**src/rtl/rxthr_pkg.sv**
```systemverilog
package rxthr_pkg;
  typedef enum logic [1:0] {
    CNT_HOLD = 2'd0,
    CNT_UP   = 2'd1,
    CNT_DOWN = 2'd2
  } cnt_op_e;

  function automatic cnt_op_e op_decode(input logic up, input logic down);
    if (up && !down)      return CNT_UP;
    else if (down && !up) return CNT_DOWN;
    else                  return CNT_HOLD;
  endfunction
endpackage

```
**src/rtl/rxthr_counter.sv**
```systemverilog
module rxthr_counter
  import rxthr_pkg::*;
#(
  parameter int W = 8
) (
  input  logic         clk_i,
  input  logic         rst_ni,
  input  cnt_op_e      op_i,
  output logic [W-1:0] cnt_nxt_o
);
  localparam logic [W-1:0] CNT_MAX = {W{1'b1}};
  localparam logic [W-1:0] CNT_MIN = '0;

  logic [W-1:0] cnt_q;

  always_comb begin
    cnt_nxt_o = cnt_q;
    unique case (op_i)
      CNT_UP:   if (cnt_q != CNT_MAX) cnt_nxt_o = cnt_q + 1'b1;
      CNT_DOWN: if (cnt_q != CNT_MIN) cnt_nxt_o = cnt_q - 1'b1;
      default:  cnt_nxt_o = cnt_q;
    endcase
  end

  always_ff @(posedge clk_i) begin
    if (!rst_ni) cnt_q <= '0;
    else         cnt_q <= cnt_nxt_o;
  end
endmodule

```
**src/rtl/rxthr_trigger.sv**
```systemverilog
module rxthr_trigger #(
  parameter int W = 8
) (
  input  logic         frame_done_i,
  input  logic         thr_mode_i,
  input  logic [W-1:0] cnt_nxt_i,
  input  logic [W-1:0] thr_i,
  output logic         set_evt_o
);
  logic above;

  always_comb begin
    above     = (cnt_nxt_i > thr_i);
    set_evt_o = frame_done_i && (!thr_mode_i || above);
  end
endmodule

```
**src/rtl/rxthr_status.sv**
```systemverilog
module rxthr_status #(
  parameter int W = 8
) (
  input  logic         clk_i,
  input  logic         rst_ni,
  input  logic         set_evt_i,
  input  logic         clr_i,
  input  logic [W-1:0] cnt_nxt_i,
  output logic         irq_o,
  output logic [W-1:0] snap_o
);
  always_ff @(posedge clk_i) begin
    if (!rst_ni) begin
      irq_o  <= 1'b0;
      snap_o <= '0;
    end else begin
      if (set_evt_i) begin
        irq_o  <= 1'b1;
        snap_o <= cnt_nxt_i;
      end else if (clr_i) begin
        irq_o  <= 1'b0;
      end
    end
  end
endmodule

```
**src/rtl/rxthr_irq.sv**
```systemverilog
module rxthr_irq
  import rxthr_pkg::*;
#(
  parameter int CNT_W = 8
) (
  input  logic               clk_i,
  input  logic               rst_ni,
  input  logic               frame_done_i,
  input  logic               frame_free_i,
  input  logic               thr_mode_i,
  input  logic               thr_wr_i,
  input  logic [CNT_W-1:0]   thr_wdata_i,
  input  logic               irq_clr_i,
  output logic [2*CNT_W-1:0] reg_rdata_o,
  output logic               irq_o
);
  localparam int REG_W = 2 * CNT_W;

  cnt_op_e          op;
  logic [CNT_W-1:0] cnt_nxt;
  logic [CNT_W-1:0] thr_q;
  logic [CNT_W-1:0] snap;
  logic             set_evt;

  assign op = op_decode(frame_done_i, frame_free_i);

  rxthr_counter #(.W(CNT_W)) u_cnt (
    .clk_i     (clk_i),
    .rst_ni    (rst_ni),
    .op_i      (op),
    .cnt_nxt_o (cnt_nxt)
  );

  always_ff @(posedge clk_i) begin
    if (!rst_ni)       thr_q <= '0;
    else if (thr_wr_i) thr_q <= thr_wdata_i;
  end

  rxthr_trigger #(.W(CNT_W)) u_trig (
    .frame_done_i (frame_done_i),
    .thr_mode_i   (thr_mode_i),
    .cnt_nxt_i    (cnt_nxt),
    .thr_i        (thr_q),
    .set_evt_o    (set_evt)
  );

  rxthr_status #(.W(CNT_W)) u_stat (
    .clk_i     (clk_i),
    .rst_ni    (rst_ni),
    .set_evt_i (set_evt),
    .clr_i     (irq_clr_i),
    .cnt_nxt_i (cnt_nxt),
    .irq_o     (irq_o),
    .snap_o    (snap)
  );

  assign reg_rdata_o = REG_W'({snap, thr_q});
endmodule

```
**config.mk**
```make
export PLATFORM = sky130hd
export DESIGN_NAME = rxthr_irq
export DESIGN_NICKNAME = d
export VERILOG_FILES = /design/src/rtl/rxthr_pkg.sv /design/src/rtl/rxthr_counter.sv /design/src/rtl/rxthr_trigger.sv /design/src/rtl/rxthr_status.sv /design/src/rtl/rxthr_irq.sv
export SDC_FILE = /design/constraint.sdc
export NUM_CORES = 1
export LEC_CHECK = 0
export BUFFER_PORTS_ARGS = -buffer_cell sky130_fd_sc_hd__buf_2
export CAP_MARGIN = 10
export CORE_ASPECT_RATIO = 0.8
export CORE_MARGIN = 2
export CORE_UTILIZATION = 30
export CTS_CLUSTER_DIAMETER = 50
export DETAILED_ROUTE_END_ITERATION = 8
export HOLD_SLACK_MARGIN = 0.06
export SLEW_MARGIN = 20
export SYNTH_ARGS = -nofsm -noshare
export SYNTH_HDL_FRONTEND = slang
export SYNTH_SLANG_ARGS = --single-unit
```
**constraint.sdc**
```tcl
create_clock -name clk_i -period 3.85 [get_ports clk_i]
set_clock_uncertainty 0.05 [all_clocks]
set_input_delay 0.385 -clock clk_i [delete_from_list [all_inputs] [get_ports clk_i]]
set_output_delay 0.385 -clock clk_i [all_outputs]
set_load 0.03 [all_outputs]
```
; Word level (Yosys, flattened, before mapping)
; Cells that the tools add are included.
[classes]
add_sub_neg = 2
order_cmp = 1
n_eq_ne = 3
mux = 7
n_reduce_logical = 9
[op_table]
columns = operator, n
row1 = 2-to-1 mux 8 bit, 2
row2 = one-hot mux 8 bit (2 select lines), 1
row3 = "adder 8 x 1 -> 8 bit, second input constant", 1
row4 = greater-than comparator 8 bit, 1
row5 = "!= test 8 bit, second input constant", 1
row6 = nonzero test 8 bit, 1
row7 = "subtractor 8 x 1 -> 8 bit, second input constant", 1
row8 = 2-to-1 mux 2 bit, 2
row9 = logical AND 1 bit, 3
row10 = logical NOT 1 bit, 3
row11 = "equality test 2 x 1 -> 1 bit, second input constant", 1
row12 = "equality test 2 bit, second input constant", 1
row13 = 2-to-1 mux 1 bit, 2
row14 = nonzero test 2 bit, 1
row15 = logical OR 1 bit, 1
[totals]
reg_bits = 25
output_inout_bits = 17
word_cells = 26

; Longest topological paths before layout
; Gate-level depths: netlist (run 1).
[logic_depth]
word_depth = 10
mapped_depth = 14

; Hierarchy
; A second synthesis (run 1) with hierarchy kept.
[hier_totals]
cells_unflattened = 193
hier_area_um2 = 1720.4
[modules_own_cells]
columns = mod, instances, cells_each, area_each_um2, seq_area_each_um2
row1 = rxthr_counter, 1, 109, 855.8, 160.2
row2 = rxthr_status, 1, 28, 335.3, 180.2
row3 = rxthr_irq, 1, 27, 314.1, 160.2
row4 = rxthr_trigger, 1, 29, 215.2, 0.0

; Worst setup path after synthesis (run 1)
; OpenSTA, ideal clock, no wires.
[synth_path]
kind = register -> register
from = register u_cnt.cnt_q[5]
to = register u_stat.snap_o[3]
setup_time_ns = 0.072
arrival_ns = 3.095
slack_ns = 0.633
path_stages_with_launch = 14
path_buffers = 2
period_less_slack_ns = 3.217
path_cell_list = dfxtp_1 > buf_6 > or4_4 > o31ai_4 > o32ai_1 > a22oi_1 > inv_1 > ha_1 > nand2_1 > o21bai_1 > a21oi_1 > o21a_1 > clkbuf_1 > mux2i_1
[synth_between]
elab_chain_len = 6
[synth_lines]
columns = element, line
row1 = "start, declared", rxthr_counter.sv:14  ; logic [W-1:0] cnt_q;
row2 = "start signal, assigned", rxthr_counter.sv:27  ; else cnt_q <= cnt_nxt_o;
row3 = != test 8 bit or nonzero test 8 bit (tied branches), "rxthr_counter.sv:19, rxthr_counter.sv:20"
row4 = 2-to-1 mux 8 bit (on tied branches), "rxthr_counter.sv:19, rxthr_counter.sv:20"
row5 = one-hot mux 8 bit (2 select lines) (*), rxthr_counter.sv:18  ; unique case (op_i)
row6 = via cnt_nxt[2], rxthr_irq.sv:20  ; logic [CNT_W-1:0] cnt_nxt;
row7 = greater-than comparator 8 bit (*), rxthr_trigger.sv:13  ; above = (cnt_nxt_i > thr_i);
row8 = logical OR 1 bit (*), rxthr_trigger.sv:14  ; set_evt_o = frame_done_i && (!thr_mode_i || above);
row9 = logical AND 1 bit (*), rxthr_trigger.sv:14
row10 = "end signal, assigned", rxthr_status.sv:19  ; snap_o <= cnt_nxt_i;
row11 = "end, declared", rxthr_status.sv:10  ; output logic [W-1:0] snap_o
; The timed path passes the listed nets; every way through them passes the cells marked *.
; A chain may end at the register's enable or synchronous reset.

; Final worst setup path (run 1)
[layout_path]
from = register u_cnt.cnt_q[0]
to = register u_stat.irq_o
[layout_between]
elab_chain_len = 7
[layout_lines]
columns = element, line
row1 = subtractor 8 x 1 -> 8 bit (tied with other cells), rxthr_counter.sv:20  ; CNT_DOWN: if (cnt_q != CNT_MIN) cnt_nxt_o = cnt_q - 1'b1;
row2 = 2-to-1 mux 8 bit (on tied branches), "rxthr_counter.sv:20, rxthr_counter.sv:19"
row3 = one-hot mux 8 bit (2 select lines) (*), rxthr_counter.sv:18
row4 = via cnt_nxt[5], rxthr_irq.sv:20
row5 = greater-than comparator 8 bit (*), rxthr_trigger.sv:13
row6 = logical OR 1 bit (*), rxthr_trigger.sv:14
row7 = logical AND 1 bit (*), rxthr_trigger.sv:14
row8 = 2-to-1 mux 1 bit or nonzero test 2 bit (tied branches), --
row9 = "end signal, assigned", rxthr_status.sv:14  ; irq_o <= 1'b0;
row10 = "end signal, assigned", rxthr_status.sv:18  ; irq_o <= 1'b1;
row11 = "end signal, assigned", rxthr_status.sv:21  ; irq_o <= 1'b0;
row12 = "end, declared", rxthr_status.sv:9  ; output logic irq_o,
; Marked as above.

==> summary.md, run 1 <==
| Metric | Value |
|---|---|
| Slew Viols, Final | 0 |
| Synth warnings | 0 |
| R2R Path End | u_stat.irq_o |
| Wire per inst | between 10 and 15 um |
| Vias per cell | between 5 and 6 |
| Hold_buf cts | 0 |
| Synth cell types | 40 |
| CP max FO | 9 |
| Crit path buffers/inverters | 1 |
| Area growth syn-to-layout | 18.3% |
| Hold path cells | 3 |
| Post-CTS resize count | 0 |
| Fin nets | between 200 and 300 |
| CTS root buffer | clkbuf_8 |
| CTS Sinks | 25 |
| Die width | between 80 and 90 um |
| Row count | 24 |
| Via count | approximately 1600 |
| Final-report setup violation count | 0 |
| Sw Ratio | around a third |
| Post-Route Setup TNS | 0 ps |
| Final worst path period share | between 90% and 100% |
| Critical Path RT | between 3000 and 4000 ps |
| Gr ovfl total | 0 |
| Routability cong. | between 0.9 and 1 |
| Initial Utilization | between 30% and 40% |
| Total CTS buffers | 3 |
| Run status | completed |
| Max-cap viol count | 0 |
| Final min period | about 3500 ps |
| RSZ-0062 raised after global routing | false |
| EDFF count, synth | 0 |
| Core area | roughly 0.0054 mm2 |
| Area of the mapped netlist | roughly 0.0017 mm2 |
| # IOs | 32 |
| CTS tree | done |
| Syn Inst Count | roughly 200 |
| Layout cells sized above 1 | between 20 and 25% |
| Sequential area share after synthesis | just under 30% |
| Layout filler cell count | ~560 |
| Chip height | 71.1 um |
| Pint | about 0.00042 W |
| Worst path cell trace | ha_1 > and3_1 > a211oi_1 > mux2i_1 > a211oi_1 > inv_1 > ha_1 > a211o_1 > o211ai_1 > nand3b_1 > o21a_1 > o21a_1 |
| Critical Path AT | between 3000 and 4000 ps |
| Hold Path Sink | thr_q[0] |
| # H-tree levels | 1 |
| Bufs on Longest Clock Path | 2 |
| Routed WL | ~4.2 mm |
| Startpoint types | flip-flop |
| Final ANT Viol Nets | 0 |
| Max transition margin | about 64% |
| Final hold violation count | 0 |
| Gr usage total | 13.8% |
| Crit. End Element | flip-flop |
| R2R Setup Slk | between 300 and 400 ps |
| Reg clk slew, reported paths | 90 ps |
| Drt first pass iters | 4 |
| Top_reg_cell synth | dfxtp_1 |
| Pwr per Cell Area | 323 mW/mm2 |
| Post-CTS Setup Bufs | 0 |
| Cells on worst reg2reg path | 12 |
| Reg-to-Reg Start | u_cnt.cnt_q[0] |
| Post-DP HPWL | roughly 3.2 mm |
| Setup Crit Path Kind | reg2reg |
| # DRC | 0 |
| First-pass GRT wire length | between 6 and 7 mm |
| Synthesized area per cell | ~8.3 um2 |
| Vias in the first global route | 1405 |
| Synthesized flop and latch total | 25 |
| Max Clk Rate | 287 MHz |
| Post-Syn Nets | approximately 230 |
| Initial antenna violation count | 0 |
| Combinational group share of total power | 30.6% |
| Flop pwr share | between 40 and 50% |
| Die Area | approximately 0.0062 mm2 |
| HP Start | thr_wdata_i[0] |
| Peak supply drop | 0.000159 V |
| # diodes | 0 |
| Post-route cell area | between 0.0015 and 0.002 mm2 |
| Max incr delay on CP | around 370 ps |
| Ys async rst share | 0% |
| Top delay family on crit path | compound AO/OA/AOI/OAI gates |
| NetSw | roughly 0.00022 W |
| Pleak | around 0.90 nW |
| Latest clock arrival within the worst-skew pair | 270 ps |
| Port-buffer cells | 31 |
| Maximum number of pins on one net before global-route repair | 26 |
| Clock share of power | approximately 25% |
| DP Area | just under 0.002 mm2 |
| Least-Margin Pin Slew | 537 ps |
| Initial DRC Count | roughly 220 |
| Hold Crit Class | in2reg |
| Crit-path slowest cell | o21a_1 |
==> logic make-up after synthesis <==
logic type	Yosys count	share of synthesized area (%)
adder cells (fa/ha/maj)	13	9.64
multiplexers	15	8.90
buffers and inverters	33	7.78
AND/OR/NAND/NOR	74	23.9
flip-flops	25	29.7
AO/OA/AOI/OAI	43	20.2
==> metal layers <==
layer  vias to the layer above  wire length, um  global-route usage [%]
met1                       736             2240                    22.0
met2                        53             1590                    17.8
met5                         -                0                       0
met3                         4              293                    3.85
li1                        798                -                       -
met4                         0               34                    3.59
==> stage by stage <==
stage / hold slack [ps] / cells / util [%] / setup WS (ps) / total power, W
2_1_floorplan: 446 / 203 / - / 633 / 0.000432
3_3_place_gp: 404 / 309 / 35.8 / 330 / 0.000488
3_5_place_dp: 403 / 309 / 35.8 / 348 / 0.000488
4_1_cts: 314 / 313 / 36.7 / 384 / 0.000648
5_1_grt: 327 / 313 / 36.7 / 88.2 / 0.000679
6_report: 316 / 313 / 36.7 / 368 / 0.000646
==> cells in the mapped netlist (2+ instances only) <==
cell	instances	share of area [%]
dfxtp_1	25	30
inv_1	23	5.1
nor2b_1	16	5.9
mux2i_1	15	8.9
ha_1	13	9.6
nand2_1	12	2.7
nor2_1	12	2.7
nand3_1	10	3.0
clkbuf_1	9	2.0
nor3_1	6	1.8
a21oi_1	5	1.5
o221ai_1	5	2.6
a211oi_1	4	1.8
a21oi_2	4	2.1
nand4_1	4	1.5
nor4_1	4	1.5
o211ai_1	4	1.8
o31ai_1	3	1.3
a211o_1	2	1.0
a31oi_1	2	0.74
nand2b_1	2	0.74
nor3b_1	2	0.89
o21a_1	2	0.89
o32ai_1	2	1.0
or4_4	2	1.3
==> worst max-delay path by stage <==
stage / from / endpoint / slack, ps / depth (start not counted)
finish: u_cnt.cnt_q[0] / u_stat.irq_o / 370 / 12
detailed placement: frame_done_i / u_stat.irq_o / 350 / 13
CTS: u_cnt.cnt_q[0] / u_stat.irq_o / 380 / 12
global placement: frame_done_i / u_stat.irq_o / 330 / 14
floorplan: u_cnt.cnt_q[5] / u_stat.snap_o[3] / 630 / 13
global route: u_cnt.cnt_q[2] / u_stat.irq_o / 90 / 11
==> registers in the layout, indices dropped and copies added (netlist names) <==
register       count
u_stat.irq_o       1
u_stat.snap_o      8
u_cnt.cnt_q        8
thr_q              8
==> final cells by class <==
cell class                      count  area [um2]  share of cell area [%]
Inverter                           23        86.3                    4.32
Clock buffer                        3        41.3                    2.07
Sequential cell                    25         500                    25.1
Tap cell                           78        97.6                    4.89
Clock inverter                      1        7.51                   0.376
Timing Repair Buffer               38         208                    10.4
Multi-Input combinational cell    145        1060                    52.9
==> worst min-delay path: stages <==
cell and delay [ps]:
buf_2 70, mux2i_1 60, nor2b_1 90
==> cell usage in the layout (no fill, tap or decap), drive strengths merged, types with 3 or more instances in the layout <==
| cell type | Yosys | final |
|---|---|---|
| a211oi | 4 | 4 |
| nand3 | 11 | 11 |
| buf | 1 | 38 |
| nor4 | 4 | 4 |
| dfxtp | 25 | 25 |
| clkbuf | 9 | 3 |
| nand4 | 4 | 4 |
| nand2 | 12 | 12 |
| o221ai | 5 | 5 |
| nor3 | 6 | 6 |
| inv | 23 | 23 |
| o31ai | 4 | 4 |
| mux2i | 15 | 15 |
| nor2b | 16 | 16 |
| ha | 13 | 13 |
| o211ai | 4 | 4 |
| a21oi | 9 | 9 |
| nor2 | 12 | 12 |
==> power by group through the flow <==
stage	Combinational [W]	Sequential [W]	Clock, W
floorplan	0.000115	0.000317	0
global placement	0.000194	0.000293	0
detailed placement	0.000195	0.000293	0
CTS	0.000196	0.000287	0.000165
global route	0.000215	0.000290	0.000174
finish	0.000198	0.000287	0.000161
Power figures use the tool's default switching activity.
==> run 2, diff against run 1 <==
--- a/config.mk
+++ b/config.mk
@@ -16,4 +16,5 @@
 export SLEW_MARGIN = 20
 export SYNTH_ARGS = -nofsm -noshare
 export SYNTH_HDL_FRONTEND = slang
+export SYNTH_HIERARCHICAL = 1
 export SYNTH_SLANG_ARGS = --single-unit
==> run 2 against run 1 <==
Net effect:
- die area increased by 1.8%
- clock power decreased by 5%
- combinational power decreased by 34%
- flip-flop and latch count unchanged
- synthesized area increased by 1.9%
- non-clock buffer count decreased by 3
==> summary.md, run 2 <==
| Metric | Value |
|---|---|
| Run status | completed |
| Crit. Startpoint | u_cnt/cnt_q[0] |
| R2R Setup Slk | between 400 and 500 ps |
| Post-DP HPWL | 2.99 mm |
| Via count | roughly 1500 |
| Pleak | between 0.8 and 0.9 nW |
| Reg area | between 500 and 600 um2 |
| RSZ-0062 raised after global routing | false |
| Sequential area share after synthesis | about 29% |
| Max transition margin | 63.4% |
| Final ANT Viol Nets | 0 |
| Max Clk Rate | just under 300 MHz |
| Max incr delay on CP | between 400 and 500 ps |
| Least-Margin Pin Slew | approximately 550 ps |
| Layout cells sized above 1 | about a fifth |
| Die Area | ~0.0064 mm2 |
| Top cell type by total area after synthesis | dfxtp_1 |
| Gr ovfl total | 0 |
| Syn Inst Count | approximately 190 |
| Latest clock arrival within the worst-skew pair | between 200 and 300 ps |
| Hold Crit Class | in2reg |
| Reg-to-Reg Start | u_cnt/cnt_q[0] |
| Area of the mapped netlist | about 0.0017 mm2 |
| Fin nets | around 250 |
| Main combinational cell family by area after synthesis | simple AND/OR/NAND/NOR gates |
| Core area | 0.00550 mm2 |
| Commonest cells after routing, fill and taps aside | buf_2, dfxtp_1, nor2b_1, mux2i_1, inv_1 |
| Power after layout | between 0.0005 and 0.0006 W |
| Reg clk slew, reported paths | 90 ps |
| Drt first pass iters | 4 |
| Hold WS | 325 ps |
| Peak supply drop | approximately 0.00014 V |
| Biggest regs | thr_q (8), u_cnt/cnt_q (8), u_stat/snap_o (8) |
| Vias per cell | slightly below 5 |
| # H-tree levels | 1 |
| # DRC | 0 |
| Top post-synthesis cells by count | dfxtp_1, nor2b_1, mux2i_1, inv_1, ha_1 |
| Hold_buf cts | 0 |
| Chip height | ~70 um |
| Setup Crit Path Kind | reg2reg |
| Final hold violation count | 0 |
| Initial Utilization | between 30 and 40% |
| Maximum number of pins on one net before global-route repair | 26 |
| First-pass GRT wire length | approximately 6.6 mm |
| Routed WL | just under 4 mm |
| Top_reg_cell synth | dfxtp_1 |
| Synthesized area per cell | about 8.9 um2 |
| Final worst path period share | between 80% and 90% |
| Post-CTS Setup Bufs | 0 |
| Synth Area in Compound Gates | around 17% |
| # diodes | 0 |
| CP max FO | 9 |
| Routability cong. | about 0.84 |
| Initial antenna violation count | 0 |
| Crit path buffers/inverters | 2 |
| Critical Path RT | between 3000 and 4000 ps |
| Bufs on Longest Clock Path | 2 |
| Most common cell in the netlist | dfxtp_1 |
| Post-Route Setup TNS | 0 ps |
| Final min period | ~3400 ps |
| Synthesized flop and latch total | 25 |
| Area growth syn-to-layout | 15.3% |
| Gr usage total | 13.0% |
| CTS tree | done |
| Synth cell types | between 40 and 50 |
| Port-buffer cells | 31 |
| Dpl ws | between 300 and 400 ps |
| Row count | 24 |
| Cells on worst reg2reg path | 15 |
| Most common cell after layout, fill and taps aside | buf_2 |
| Multi-input logic area | ~0.0011 mm2 |
| Layout filler cell count | ~580 |
| EDFF count, synth | 0 |
| Post-Syn Nets | about 220 |
| Final design utilization | a little over a third |
| Ys async rst share | 0% |
| Mux cell area share after synthesis | 11.3% |
| Crit-path slowest cell | nor4b_4 |
| Pwr per Cell Area | between 200 and 300 mW/mm2 |
| HP Start | thr_wdata_i[4] |
| Synth Area in Simple Gates | about 25% |
| Synth warnings | 6 |
| CTS Sinks | 25 |
| Wire per inst | approximately 13 um |
| CTS root buffer | clkbuf_8 |
| Synth area leaders | dfxtp_1, mux2i_1, ha_1 |
| Vias in the first global route | around 1400 |
| Top delay family on crit path | simple AND/OR/NAND/NOR gates |
| Crit. End Element | flip-flop |
| Final-report setup violation count | 0 |
| Hold path cells | 3 |
| Critical Path AT | 3500 ps |
| Initial DRC Count | about 160 |
| # IOs | 32 |
| Xor/xnor share of the synthesized area | 0% |
| Post-CTS resize count | 0 |
| Slew Viols, Final | 0 |
| Adder-Cell Fraction of Synth Area | about a tenth |
| Max-cap viol count | 0 |
| Die width | just under 90 um |
| Final WS setup | around 460 ps |
| Crit path depth | 15 |
| Worst path cell trace | inv_1 > ha_1 > nor4b_4 > nor2_1 > mux2i_1 > nor2_1 > or3_1 > ha_1 > and4_1 > nand4_1 > o211ai_1 > a21oi_1 > buf_4 > mux2i_1 > nor2b_1 |
| Total CTS buffers | 3 |
| Post-synth top area share | a little under 30% |
| Startpoint types | flip-flop |
[run 2: changes by cell type in the layout (fill, tap and decap cells not counted), sizes merged, moves of 4 or more]
cell    delta
inv        -7
nor2b      +7
o21ai      +7
nand3      -6
o221ai     -5
a21oi      -4
and2       +4
nand2      -4
nor3       -4
[run 2: cells by family after synthesis]
logic type / count (synthesis)
AND/OR/NAND/NOR: 72
AO/OA/AOI/OAI: 39
buffers and inverters: 25
flip-flops: 25
multiplexers: 19
adder cells (fa/ha/maj): 13
[run 2: per-layer routing]
layer  vias to the layer above  global-route usage [%]  part of all wire, %
li1                        750                       -                    -
met1                       685                    19.4                   52
met2                        40                    19.2                   42
met5                         -                       0                    0
met3                         4                    3.34                  5.3
met4                         0                    1.68                 0.39
[run 2: final cells by class]
class | instances | share of cell area, %
multi-input combinational | 143 | 55.2
sequential | 25 | 25.2
tap | 78 | 4.92
timing repair buffer | 35 | 9.33
inverter | 16 | 3.03
clock buffer | 4 | 2.27
[run 2: worst paths after layout]
check	end
min reg2reg	u_stat/snap_o[6]
max reg2reg	u_stat/snap_o[4]
min	thr_q[4]
max	u_stat/snap_o[4]
[run 2: stage by stage]
| step | cells | area, um2 |
|---|---|---|
| finish | 301 | 1980 |
| floorplan | 193 | 1720 |
| detailed placement | 297 | 1940 |
| global route | 301 | 1980 |
| global placement | 297 | 1940 |
| CTS | 301 | 1980 |
[run 2: tightest hold or removal path, cell delays in order]
cell     delay [ps]
buf_2            70
mux2i_1          50
nor2b_1          90
[run 2: where the power goes]
| part | internal, W | switching [W] |
|---|---|---|
| Clock | 0.0000739 | 0.0000790 |
| Sequential | 0.000267 | 0.00000777 |
| Combinational | 0.0000540 | 0.0000757 |
| Total | 0.000395 | 0.000162 |
==> run 3, diff against run 2 <==
--- a/config.mk
+++ b/config.mk
@@ -5,6 +5,7 @@
 export SDC_FILE = /design/constraint.sdc
 export NUM_CORES = 1
 export LEC_CHECK = 0
+export ABC_AREA = 1
 export BUFFER_PORTS_ARGS = -buffer_cell sky130_fd_sc_hd__buf_2
 export CAP_MARGIN = 10
 export CORE_ASPECT_RATIO = 0.8
==> run 3 against run 2 <==
Net effect:
- wire length fell by 0.34%
- flip-flop and latch count did not move
- clock power barely moved
==> summary.md, run 3 <==
| Metric | Value |
|---|---|
| Max-cap viol count | 0 |
| Met3 wire length | slightly below 200 um |
| Slew Viols, Final | 0 |
| Post-CTS resize count | 0 |
| Area growth syn-to-layout | 13.9% |
| Final worst path period share | around four fifths |
| Combinational group share of total power | 36.6% |
| Sw Ratio | 38.7% |
| Initial DRC Count | 80 |
| Initial antenna violation count | 0 |
| Gr usage total | roughly an eighth |
| Top post-synthesis cells by count | nand2_1, nor2_1, inv_1, dfxtp_1, nand3_1 |
| Row count | 24 |
| Post-Route Setup TNS | 0 ps |
| Pleak | 1.07 nW |
| Initial Utilization | ~31% |
| Area of the mapped netlist | between 0.0015 and 0.002 mm2 |
| First-pass GRT wire length | ~6.4 mm |
| Reg-to-Reg Start | u_cnt/cnt_q[0] |
| Run status | completed |
| Bufs on Longest Clock Path | 2 |
| CP max FO | 9 |
| Most common cell after layout, fill and taps aside | nand2_1 |
| Sequential area share after synthesis | 29.1% |
| RSZ-0062 raised after global routing | false |
| HP Start | irq_clr_i |
| # H-tree levels | 1 |
| Maximum number of pins on one net before global-route repair | 19 |
| Via count | ~1600 |
| Crit. End Element | flip-flop |
| Fin nets | 333 |
| Most common cell in the netlist | nand2_1 |
| CTS tree | done |
| Max Clk Rate | 330 MHz |
| Synth warnings | 6 |
| Peak supply drop | ~0.00016 V |
| Hold Crit Class | in2reg |
| Wire length on met1 | approximately 2.1 mm |
| Core area | ~0.0055 mm2 |
| Synthesized flop and latch total | 25 |
| Synthesized area per cell | 6.26 um2 |
| Post-CTS Setup Bufs | 0 |
| Post-route non-filler standard cell count | approximately 380 |
| Max transition margin | roughly 75% |
| Flop pwr share | a little over two fifths |
| Final-report setup violation count | 0 |
| Routed WL | 3.86 mm |
| # IOs | 32 |
| Critical Path RT | around 4000 ps |
| Die Area | roughly 0.0064 mm2 |
| Port-buffer cells | 31 |
| Final hold violation count | 0 |
| Placed instance count | between 300 and 400 |
| CTS Sinks | 25 |
| NetSw | 0.000283 W |
| Pint | 0.000449 W |
| Final design utilization | about 36% |
| Least-Margin Pin Slew | 369 ps |
| Top cell type by total area after synthesis | dfxtp_1 |
| Wire per inst | approximately 10 um |
| Total CTS buffers | 3 |
| Crit. Startpoint | u_cnt/cnt_q[0] |
| Critical Path AT | 3140 ps |
| EDFF count, synth | 0 |
| # DRC | 0 |
| Reg clk slew, reported paths | 90 ps |
| Clock share of power | between 20% and 30% |
| CTS root buffer | clkbuf_8 |
| Post-synth top area share | a little under 30% |
| Post-Syn Nets | roughly 300 |
| Hold WS | approximately 320 ps |
| Setup Crit Path Kind | reg2reg |
| Vias in the first global route | between 1000 and 1500 |
| Final ANT Viol Nets | 0 |
| Vias per cell | 4.29 |
| Biggest regs | thr_q (8), u_cnt/cnt_q (8), u_stat/snap_o (8) |
| Met2 routed WL | ~1.6 mm |
| Latest clock arrival within the worst-skew pair | 270 ps |
| Routability cong. | about 0.85 |
| R2R Setup Slk | 820 ps |
| # diodes | 0 |
| Post-DP HPWL | a little over 3 mm |
| Die width | 88.7 um |
| Synth cell types | 21 |
| Final min period | roughly 3000 ps |
| Commonest cells after routing, fill and taps aside | nand2_1, nor2_1, inv_1, buf_2, dfxtp_1 |
| Uppermost layer routed | met3 |
| Hold_buf cts | 0 |
| Pwr per Cell Area | 374 mW/mm2 |
| Ys async rst share | 0% |
| Synth area leaders | dfxtp_1, nand2_1, nor2_1 |
| Chip height | 71.7 um |
| Syn Inst Count | around 280 |
| Drt first pass iters | 4 |
| Top_reg_cell synth | dfxtp_1 |
| Layout cells sized above 1 | between 10% and 20% |
| Startpoint types | flip-flop |
| Gr ovfl total | 0 |
[run 3: cell families after synthesis]
kind of cell,share of synthesized area (%)
xor+xnor,1.53
fa+ha+maj,9.45
flops,29.1
compound gates,7.05
simple gates,38.0
buf+inv,14.8
[run 3: worst paths after layout]
check,endpoint,cells past startpoint
worst max register to register,u_stat/snap_o[0],21
worst max-delay path,u_stat/snap_o[0],21
worst min register to register,u_stat/irq_o,2
worst min-delay path,u_stat/irq_o,4
[run 3: stage by stage]
| step | total power (W) | instance area (um2) | worst slack [ps] |
|---|---|---|---|
| floorplan | 0.000523 | 1720 | 1080 |
| global placement | 0.000583 | 1910 | 683 |
| detailed placement | 0.000585 | 1910 | 620 |
| CTS | 0.000741 | 1960 | 849 |
| global route | 0.000793 | 1960 | 427 |
| finish | 0.000732 | 1960 | 820 |
[run 3: power by group through the flow]
stage / Sequential (W) / Combinational (W) / Clock (W)
2_1_floorplan: 0.000346 / 0.000177 / 0
3_3_place_gp: 0.000318 / 0.000265 / 0
3_5_place_dp: 0.000317 / 0.000268 / 0
4_1_cts: 0.000311 / 0.000269 / 0.000160
5_1_grt: 0.000315 / 0.000305 / 0.000173
6_report: 0.000311 / 0.000268 / 0.000154
[run 3: critical path, stage by stage (launching register included)]
cell	delay (ps)
dfxtp_1	350
inv_1	190
ha_1	220
nand3_1	110
nor2_2	200
nor2_4	80
nand2_1	80
nand3_1	70
o21ai_1	110
inv_1	90
ha_1	300
nand2_1	60
inv_1	70
nand2_1	50
nand2_1	60
nand2_1	50
nand2_1	50
nand2_1	50
a21oi_2	330
inv_2	160
nor2_1	130
nor2_1	60
[run 3: cell type report]
cell class              count  area (um2)
multi-input cells         192         965
fillers                   610        3540
flip-flops and latches     25         500
repair buffers             31         155
inverters                  52         195
well taps                  78        97.6
clock buffers               3        41.3
clock inverters             1        5.00
[run 3: metal layers]
layer | up-vias | GRT usage (%)
met5 | - | 0
met4 | 0 | 1.01
met3 | 0 | 3.92
met2 | 28 | 17.4
met1 | 713 | 19.3
li1 | 897 | -
